## src/rtl/clk_park_pkg.sv

```systemverilog
package clk_park_pkg;

  typedef enum logic [1:0] {
    PH_IDLE = 2'd0,
    PH_PRE  = 2'd1,
    PH_POST = 2'd2
  } phase_e;

  // True when the tick being counted now is the final one of the window.
  function automatic logic is_last_tick(input int unsigned count,
                                        input int unsigned limit);
    return (count + 1) >= limit;
  endfunction

endpackage

```

## src/rtl/park_settle_timer.sv

```systemverilog
module park_settle_timer #(
  parameter int unsigned LIMIT = 100
) (
  input  logic clk,
  input  logic rst_n,
  input  logic start,
  input  logic tick,
  output logic expired
);
  import clk_park_pkg::*;

  localparam int unsigned CW = $clog2(LIMIT + 1);

  logic          running;
  logic [CW-1:0] cnt;
  logic          last_tick;

  assign last_tick = is_last_tick(32'(cnt), LIMIT);
  assign expired   = running && tick && last_tick;

  always_ff @(posedge clk) begin
    if (!rst_n) begin
      running <= 1'b0;
      cnt     <= '0;
    end else if (start) begin
      running <= 1'b1;
      cnt     <= '0;
    end else if (running && tick) begin
      if (last_tick) begin
        running <= 1'b0;
        cnt     <= '0;
      end else begin
        cnt <= cnt + 1'b1;
      end
    end
  end

  // the count never passes the end of the window
  assert_cnt_bound_R3: assert property (@(posedge clk) disable iff (!rst_n)
    32'(cnt) < LIMIT);

  // the count does not move while no window is open
  assert_idle_hold_R10: assert property (@(posedge clk) disable iff (!rst_n)
    (!running && !start) |=> (cnt == '0));

endmodule

```

## src/rtl/park_req_arbiter.sv

```systemverilog
module park_req_arbiter (
  input  logic idle,
  input  logic armed,
  input  logic pre_req,
  input  logic post_req,
  output logic take_pre,
  output logic take_post,
  output logic flag_busy,
  output logic flag_order
);
  always_comb begin
    take_pre   = idle && pre_req;
    take_post  = idle && post_req && !pre_req && armed;
    flag_order = idle && post_req && !pre_req && !armed;
    flag_busy  = (!idle && (pre_req || post_req)) ||
                 (idle && pre_req && post_req);
  end
endmodule

```

## src/rtl/clk_park_seq.sv

```systemverilog
module clk_park_seq #(
  parameter int unsigned SETTLE_US = 100
) (
  input  logic clk,
  input  logic rst_n,
  input  logic us_tick,
  input  logic pre_req,
  input  logic post_req,
  output logic out_sel,
  output logic src_sel,
  output logic busy,
  output logic pre_ack,
  output logic post_ack,
  output logic err_busy,
  output logic err_order
);
  import clk_park_pkg::*;

  phase_e phase;
  logic   armed;
  logic   idle;
  logic   take_pre, take_post, flag_busy, flag_order;
  logic   seq_start, seq_finish;

  assign idle      = (phase == PH_IDLE);
  assign busy      = !idle;
  assign seq_start = take_pre || take_post;

  park_req_arbiter u_arb (
    .idle       (idle),
    .armed      (armed),
    .pre_req    (pre_req),
    .post_req   (post_req),
    .take_pre   (take_pre),
    .take_post  (take_post),
    .flag_busy  (flag_busy),
    .flag_order (flag_order)
  );

  park_settle_timer #(.LIMIT(SETTLE_US)) u_timer (
    .clk     (clk),
    .rst_n   (rst_n),
    .start   (seq_start),
    .tick    (us_tick),
    .expired (seq_finish)
  );

  always_ff @(posedge clk) begin
    if (!rst_n) begin
      phase     <= PH_IDLE;
      armed     <= 1'b0;
      out_sel   <= 1'b0;
      src_sel   <= 1'b0;
      pre_ack   <= 1'b0;
      post_ack  <= 1'b0;
      err_busy  <= 1'b0;
      err_order <= 1'b0;
    end else begin
      pre_ack   <= 1'b0;
      post_ack  <= 1'b0;
      err_busy  <= flag_busy;
      err_order <= flag_order;
      if (take_pre) begin
        phase   <= PH_PRE;
        out_sel <= 1'b0;
        armed   <= 1'b0;
      end else if (take_post) begin
        phase   <= PH_POST;
        out_sel <= 1'b1;
      end else if (seq_finish) begin
        phase <= PH_IDLE;
        if (phase == PH_PRE) begin
          src_sel <= 1'b1;
          armed   <= 1'b1;
          pre_ack <= 1'b1;
        end else begin
          armed    <= 1'b0;
          post_ack <= 1'b1;
        end
      end
    end
  end

  assert_park_first_R2: assert property (@(posedge clk) disable iff (!rst_n)
    take_pre |=> (!out_sel && busy));

  assert_src_on_ack_R3: assert property (@(posedge clk) disable iff (!rst_n)
    pre_ack |-> (src_sel && !busy));

  assert_return_path_R4: assert property (@(posedge clk) disable iff (!rst_n)
    take_post |=> (out_sel && busy));

  assert_src_kept_R5: assert property (@(posedge clk) disable iff (!rst_n)
    post_ack |-> $stable(src_sel));

  assert_busy_ignore_R6: assert property (@(posedge clk) disable iff (!rst_n)
    (busy && (pre_req || post_req)) |=> (err_busy && $stable(out_sel)));

  assert_order_reject_R7: assert property (@(posedge clk) disable iff (!rst_n)
    err_order |-> (!busy && $stable(out_sel) && $stable(src_sel)));

  assert_collide_R8: assert property (@(posedge clk) disable iff (!rst_n)
    (!busy && pre_req && post_req) |=> (err_busy && busy && !out_sel));

  assert_ack_pulse_R9: assert property (@(posedge clk) disable iff (!rst_n)
    (pre_ack || post_ack) |=> (!pre_ack && !post_ack));

  assert_ack_excl_R9: assert property (@(posedge clk) disable iff (!rst_n)
    !(pre_ack && post_ack));

endmodule

```

## config.mk

```make
export PLATFORM = sky130hd
export DESIGN_NAME = clk_park_seq
export DESIGN_NICKNAME = d
export VERILOG_FILES = /design/src/rtl/clk_park_pkg.sv /design/src/rtl/park_settle_timer.sv /design/src/rtl/park_req_arbiter.sv /design/src/rtl/clk_park_seq.sv
export SDC_FILE = /design/constraint.sdc
export NUM_CORES = 1
export LEC_CHECK = 0
export BUFFER_PORTS_ARGS = -buffer_cell sky130_fd_sc_hd__buf_2
export CELL_PAD_IN_SITES_DETAIL_PLACEMENT = 0
export CELL_PAD_IN_SITES_GLOBAL_PLACEMENT = 2
export CORE_AREA = 4 4 57 59
export DETAILED_ROUTE_END_ITERATION = 7
export DIE_AREA = 0 0 61 63
export PLACE_DENSITY = 0.7
export SYNTH_ARGS = -nofsm -noshare
export SYNTH_HDL_FRONTEND = slang
export SYNTH_SLANG_ARGS = --single-unit
```

## constraint.sdc

```tcl
create_clock -name clk -period 2.35 [get_ports clk]
set_input_delay 0.47 -clock clk [delete_from_list [all_inputs] [get_ports clk]]
set_output_delay 0.47 -clock clk [all_outputs]
set_load 0.1 [all_outputs]
```

### Word level (Yosys, flattened, before mapping)

Index checks and enable logic that the tools add are counted.

| operators by class | value |
|---|---|
| add/sub/neg operators | 2 |
| reductions and logical operators | 26 |
| magnitude comparators | 1 |
| multiplexer cells | 9 |
| equality and inequality tests | 1 |
| bitwise logic cells | 4 |

Operator list:

| cell | number |
|---|---|
| $ge A32 B7 Y1 const B | 1 |
| $logic_and A1 B1 Y1 | 9 |
| $add A7 B1 Y8 const B | 1 |
| $add A7 B1 Y7 const B | 1 |
| $mux W7 | 1 |
| $mux W1 | 6 |
| $reduce_bool A2 Y1 | 3 |
| $mux W2 | 2 |
| $not A1 Y1 | 4 |
| $reduce_and A2 Y1 | 2 |
| $reduce_and A4 Y1 | 1 |
| $reduce_or A2 Y1 | 2 |
| $reduce_or A4 Y1 | 1 |
| $logic_not A1 Y1 | 3 |
| $logic_or A1 B1 Y1 | 3 |
| $reduce_bool A3 Y1 | 1 |
| $eq A2 B1 Y1 const B | 1 |
| $logic_not A2 Y1 | 1 |

| storage, ports and cells | value |
|---|---|
| logic and storage cells | 54 |
| output and inout bits | 7 |
| input port bits | 5 |
| flip-flop bits (word level) | 17 |

### Logic depth before layout (Yosys ltp)

| depth | value |
|---|---|
| depth in word-level cells | 7 |
| depth in mapped cells | 7 |
| depth with buffers taken out | 7 |

### By module

Synthesis repeated with hierarchy kept, for this count alone.

| unflattened totals | value |
|---|---|
| cell total of the unflattened synthesis | 107 |
| area, all modules | 902.1 sq um |

By module, submodules not included:

| module | area an instance (sq um) | sequential area each (sq um) | instances | cells each |
|---|---|---|---|---|
| park_settle_timer | 544.3 | 160.2 | 1 | 71 |
| clk_park_seq | 315.3 | 180.2 | 1 | 31 |
| park_req_arbiter | 42.5 | 0.0 | 1 | 5 |

### Worst setup path after synthesis

No wires, ideal clock.

| timing path | value |
|---|---|
| path kind | register -> register |
| from | register u_timer.cnt[0] |
| to | register armed |
| data required time | 2231 ps |
| path slack | 202 ps |
| cell stages (with the launch flop) | 8 |
| period minus slack after synthesis | 2148 ps |
| setup time | 119 ps |
| arrival time | 2029 ps |
| path buffers | 0 |
| cell sequence | dfxtp_1 ha_1 nand3_4 or3_4 a211oi_4 a21oi_2 or3_4 mux2i_1 |

| between the ends | value |
|---|---|
| cells in the longest elaborated chain, start to end | 4 |

Ends and longest elaborated chain:

| what | RTL line | text |
|---|---|---|
| from (decl) | park_settle_timer.sv:15 | `logic [CW-1:0] cnt;` |
| from (signal assigned) | park_settle_timer.sv:33 | `cnt <= cnt + 1'b1;` |
| $add A7 B1 Y8 | clk_park_pkg.sv:12 | `return (count + 1) >= limit;` |
| $ge A32 B7 Y1 | clk_park_pkg.sv:12 |  |
| $logic_and A1 B1 Y1 | park_settle_timer.sv:19 | `assign expired = running && tick && last_tick;` |
| $reduce_and A2 Y1 (no line) | - |  |
| to (signal assigned) | clk_park_seq.sv:51 | `armed <= 1'b0;` |
| to (signal assigned) | clk_park_seq.sv:66 | `armed <= 1'b0;` |
| to (signal assigned) | clk_park_seq.sv:74 | `armed <= 1'b1;` |
| to (decl) | clk_park_seq.sv:20 | `logic armed;` |

No other way between the ends.
A chain may end at the register's enable or synchronous reset.

### Final worst setup path

| timing path | value |
|---|---|
| from | register u_timer.cnt[1] |
| to | register armed |

The elaborated chain is that of the path after synthesis.

==> summary.txt <==
Run status
  • Run status: finished, final reports clean

Global routing
  • Overall routing resource usage: 10.6%
  • Vias in the first global route: 665
  • Initial antenna violation count: 0
  • GR Overflow Total: 0
  • Maximum number of pins on one net before global-route repair: 12
  • First-pass GRT wire length: just over 3 mm

Synthesis
  • Most used DFF post-synth: dfxtp_1
  • Most frequent cell after synthesis: dfxtp_1
  • Synth top cells by count: dfxtp_1, nand2_1, a21oi_1
  • Mapped Area: 846 sq um
  • Flops & latches, synth: 17
  • Ys Warns: 0
  • Largest cells by area after synthesis: dfxtp_1, nand2_1, a21oi_1
  • Post-Syn Area per Cell: about 8.5 sq um
  • Post-synth EDFFs: 0
  • Unique masters post-synth: 34
  • Sequential share of the synthesized area: 40.2%
  • Area leader, netlist: dfxtp_1
  • Mapped Cells: 100
  • Async SR Flop Fraction: 0%
  • Synth top area share: 40.2%
  • Post-synth net total: between 100 and 150

Die
  • Die X-Extent: between 60 and 70 um
  • Initial Utilization: 31.2%
  • Count of standard-cell rows: 19
  • Die area: around 3800 sq um
  • Core area: 2710 sq um
  • Io pins: 12
  • Die Span Y: around 63 um

Setup path
  • Critical path type: reg2reg
  • Req. time, crit path: 2.55 ns
  • Crit path DAT: approximately 2.4 ns
  • FF-to-FF Start: u_timer.cnt[1]
  • Startpoint Class: flip-flop
  • Crit path capture type: flip-flop
  • Crit-path max FO: 7
  • Worst setup startpoint: u_timer.cnt[1]

Routing
  • DRT Pass-1 Iters: 4
  • Routed vias: 717
  • Final wirelength: between 1.5 and 2 mm
  • DRC: 0
  • Starting DRT DRC Count: 22
  • WL per Instance: around 12 um
  • Antenna-violating nets left: 0
  • Via/cell ratio: 4.98

STA
  • Final period utilization: a little over 90%
  • Tightest Pin Transition: between 0.4 and 0.5 ns
  • RSZ-0062 raised after global routing: no
  • Fin. max-slew vios: 0
  • Clock Skews: between 0.007 and 0.008 ns
  • Slew margin rel.: 67.9%
  • Final Hold Fails: 0
  • Fin crit period: ~2.2 ns
  • Setup TNS: 0 ns
  • Final Setup Violations: 0
  • FMAX: roughly 0.46 GHz
  • Fin worst setup slack: roughly 0.16 ns

Pwr
  • Peak VDD IR: 0.000213 V
  • PD cells: 544 nW/um^2
  • Final Total Pwr: 522 uW
  • Leakage: 0.000370 uW

Finish
  • Share of layout cells above drive strength 1: approximately a quarter
  • Multi-input gate area: 470 sq um
  • Final net count: 121
  • # fillers: just over 300
  • # diodes: 0
  • Register area: 342 sq um
  • Final Non-Filler Cells: 144
  • Area growth from synthesis to layout: 13.5%
  • Final Util: 35.4%

Worst hold path
  • Worst hold path startpoint: pre_req
  • Hold Path Class: in2reg

Place
  • Placed cells: 140
  • Routability cong.: 0.809
  • PortBufs: 11
  • Place WS: 0.107 ns
  • DP Wirelength: roughly 1.3 mm

Clocking
  • Clk root buf: clkbuf_4
  • Sink Count: 17
  • Worst-Skew Late Latency: 0.30 ns
  • CTS Hold Bufs: 0
  • CTS tree: done
  • Total CTS buffers: 3
  • Worst-case clock buffer depth: 2
  • Htree depth: 1
  • Reg clk slew, reported paths: between 0.1 and 0.15 ns

Job
  • Max_cap viols: 0
==> final timing paths <==
check / to / slack, ns / depth (start not counted)
setup / recovery: armed / 0.16 / 7
hold / removal: err_order / 0.46 / 4
hold reg to reg: src_sel / 0.47 / 2
setup reg to reg: armed / 0.16 / 7
==> power breakdown <==
group          internal, uW  total (uW)  switching [uW]
combinational          14.3        61.8            47.5
clock                  63.4         162            98.7
sequential              294         298            4.00
==> per-stage QoR <==
step / hold WS, ns / cell area [sq um]
CTS: 0.454 / 956
global placement: 0.438 / 928
global route: 0.467 / 960
floorplan: 0.432 / 846
finish: 0.459 / 960
detailed placement: 0.458 / 928
==> state kept, by name, summed over array words and instances, names as in the netlist <==
name and count:
err_order 1, phase 2, src_sel 1, post_ack 1
u_timer.cnt 7, u_timer.running 1, pre_ack 1, armed 1
err_busy 1, out_sel 1
==> cells in the final DEF, fill, tap and decap left out, types with 2 or more instances in the layout <==
cell	Yosys	final
nand4_1	2	2
a31oi_1	2	2
clkbuf_4	0	3
nand3_1	6	6
or3_4	2	2
and3_1	2	2
inv_1	3	3
buf_4	3	2
a21oi_1	8	8
nor2_1	7	7
o21ai_1	7	7
dfxtp_1	17	16
nand2_1	15	15
nor3b_1	2	2
buf_2	0	11
nor3_1	3	3
==> repair_timing <==
action,4_1_cts,5_1_grt
gates resized for setup,0,2
endpoints found under the setup margin,0,6
buffers inserted,0,0
==> cells by family (layout without fill, tap and decap cells) <==
family                   count (synthesis)  count (layout)  share of synthesized area, %
AO/OA/AOI/OAI                           22              22                          16.9
XOR/XNOR                                 1               1                          1.04
adder cells (fa/ha/maj)                  3               3                          4.14
buffers and inverters                    7              20                          4.44
flip-flops                              17              17                          40.2
multiplexers                             1               1                          1.18
AND/OR/NAND/NOR                         49              49                          32.1
==> critical path, stage by stage, from the launching register on <==
cell and delay [ns]:
dfxtp_1 0.46, ha_2 0.29, nand3_4 0.10, or3_4 0.36
a211oi_4 0.29, a21oi_2 0.10, or3_4 0.37, mux2i_1 0.13
==> routing by layer <==
| metal | global-route usage (%) | share of wire (%) | wire length (um) | vias to the layer above |
|---|---|---|---|---|
| met1 | 15.0 | 54 | 956 | 325 |
| met2 | 14.0 | 41 | 720 | 10 |
| li1 | - | - | - | 377 |
| met3 | 3.10 | 2.4 | 43 | 5 |
| met4 | 5.69 | 2.3 | 40 | 0 |
| met5 | 0 | 0 | 0 | - |
==> cell type report <==
class	count	area share, %
Sequential cell	17	35.6
Clock inverter	1	0.522
Clock buffer	3	2.35
Timing Repair Buffer	13	7.30
Multi-Input combinational cell	76	49.0
Tap cell	31	4.04
Inverter	3	1.17
Note: power is estimated with default switching activity, not from simulation.
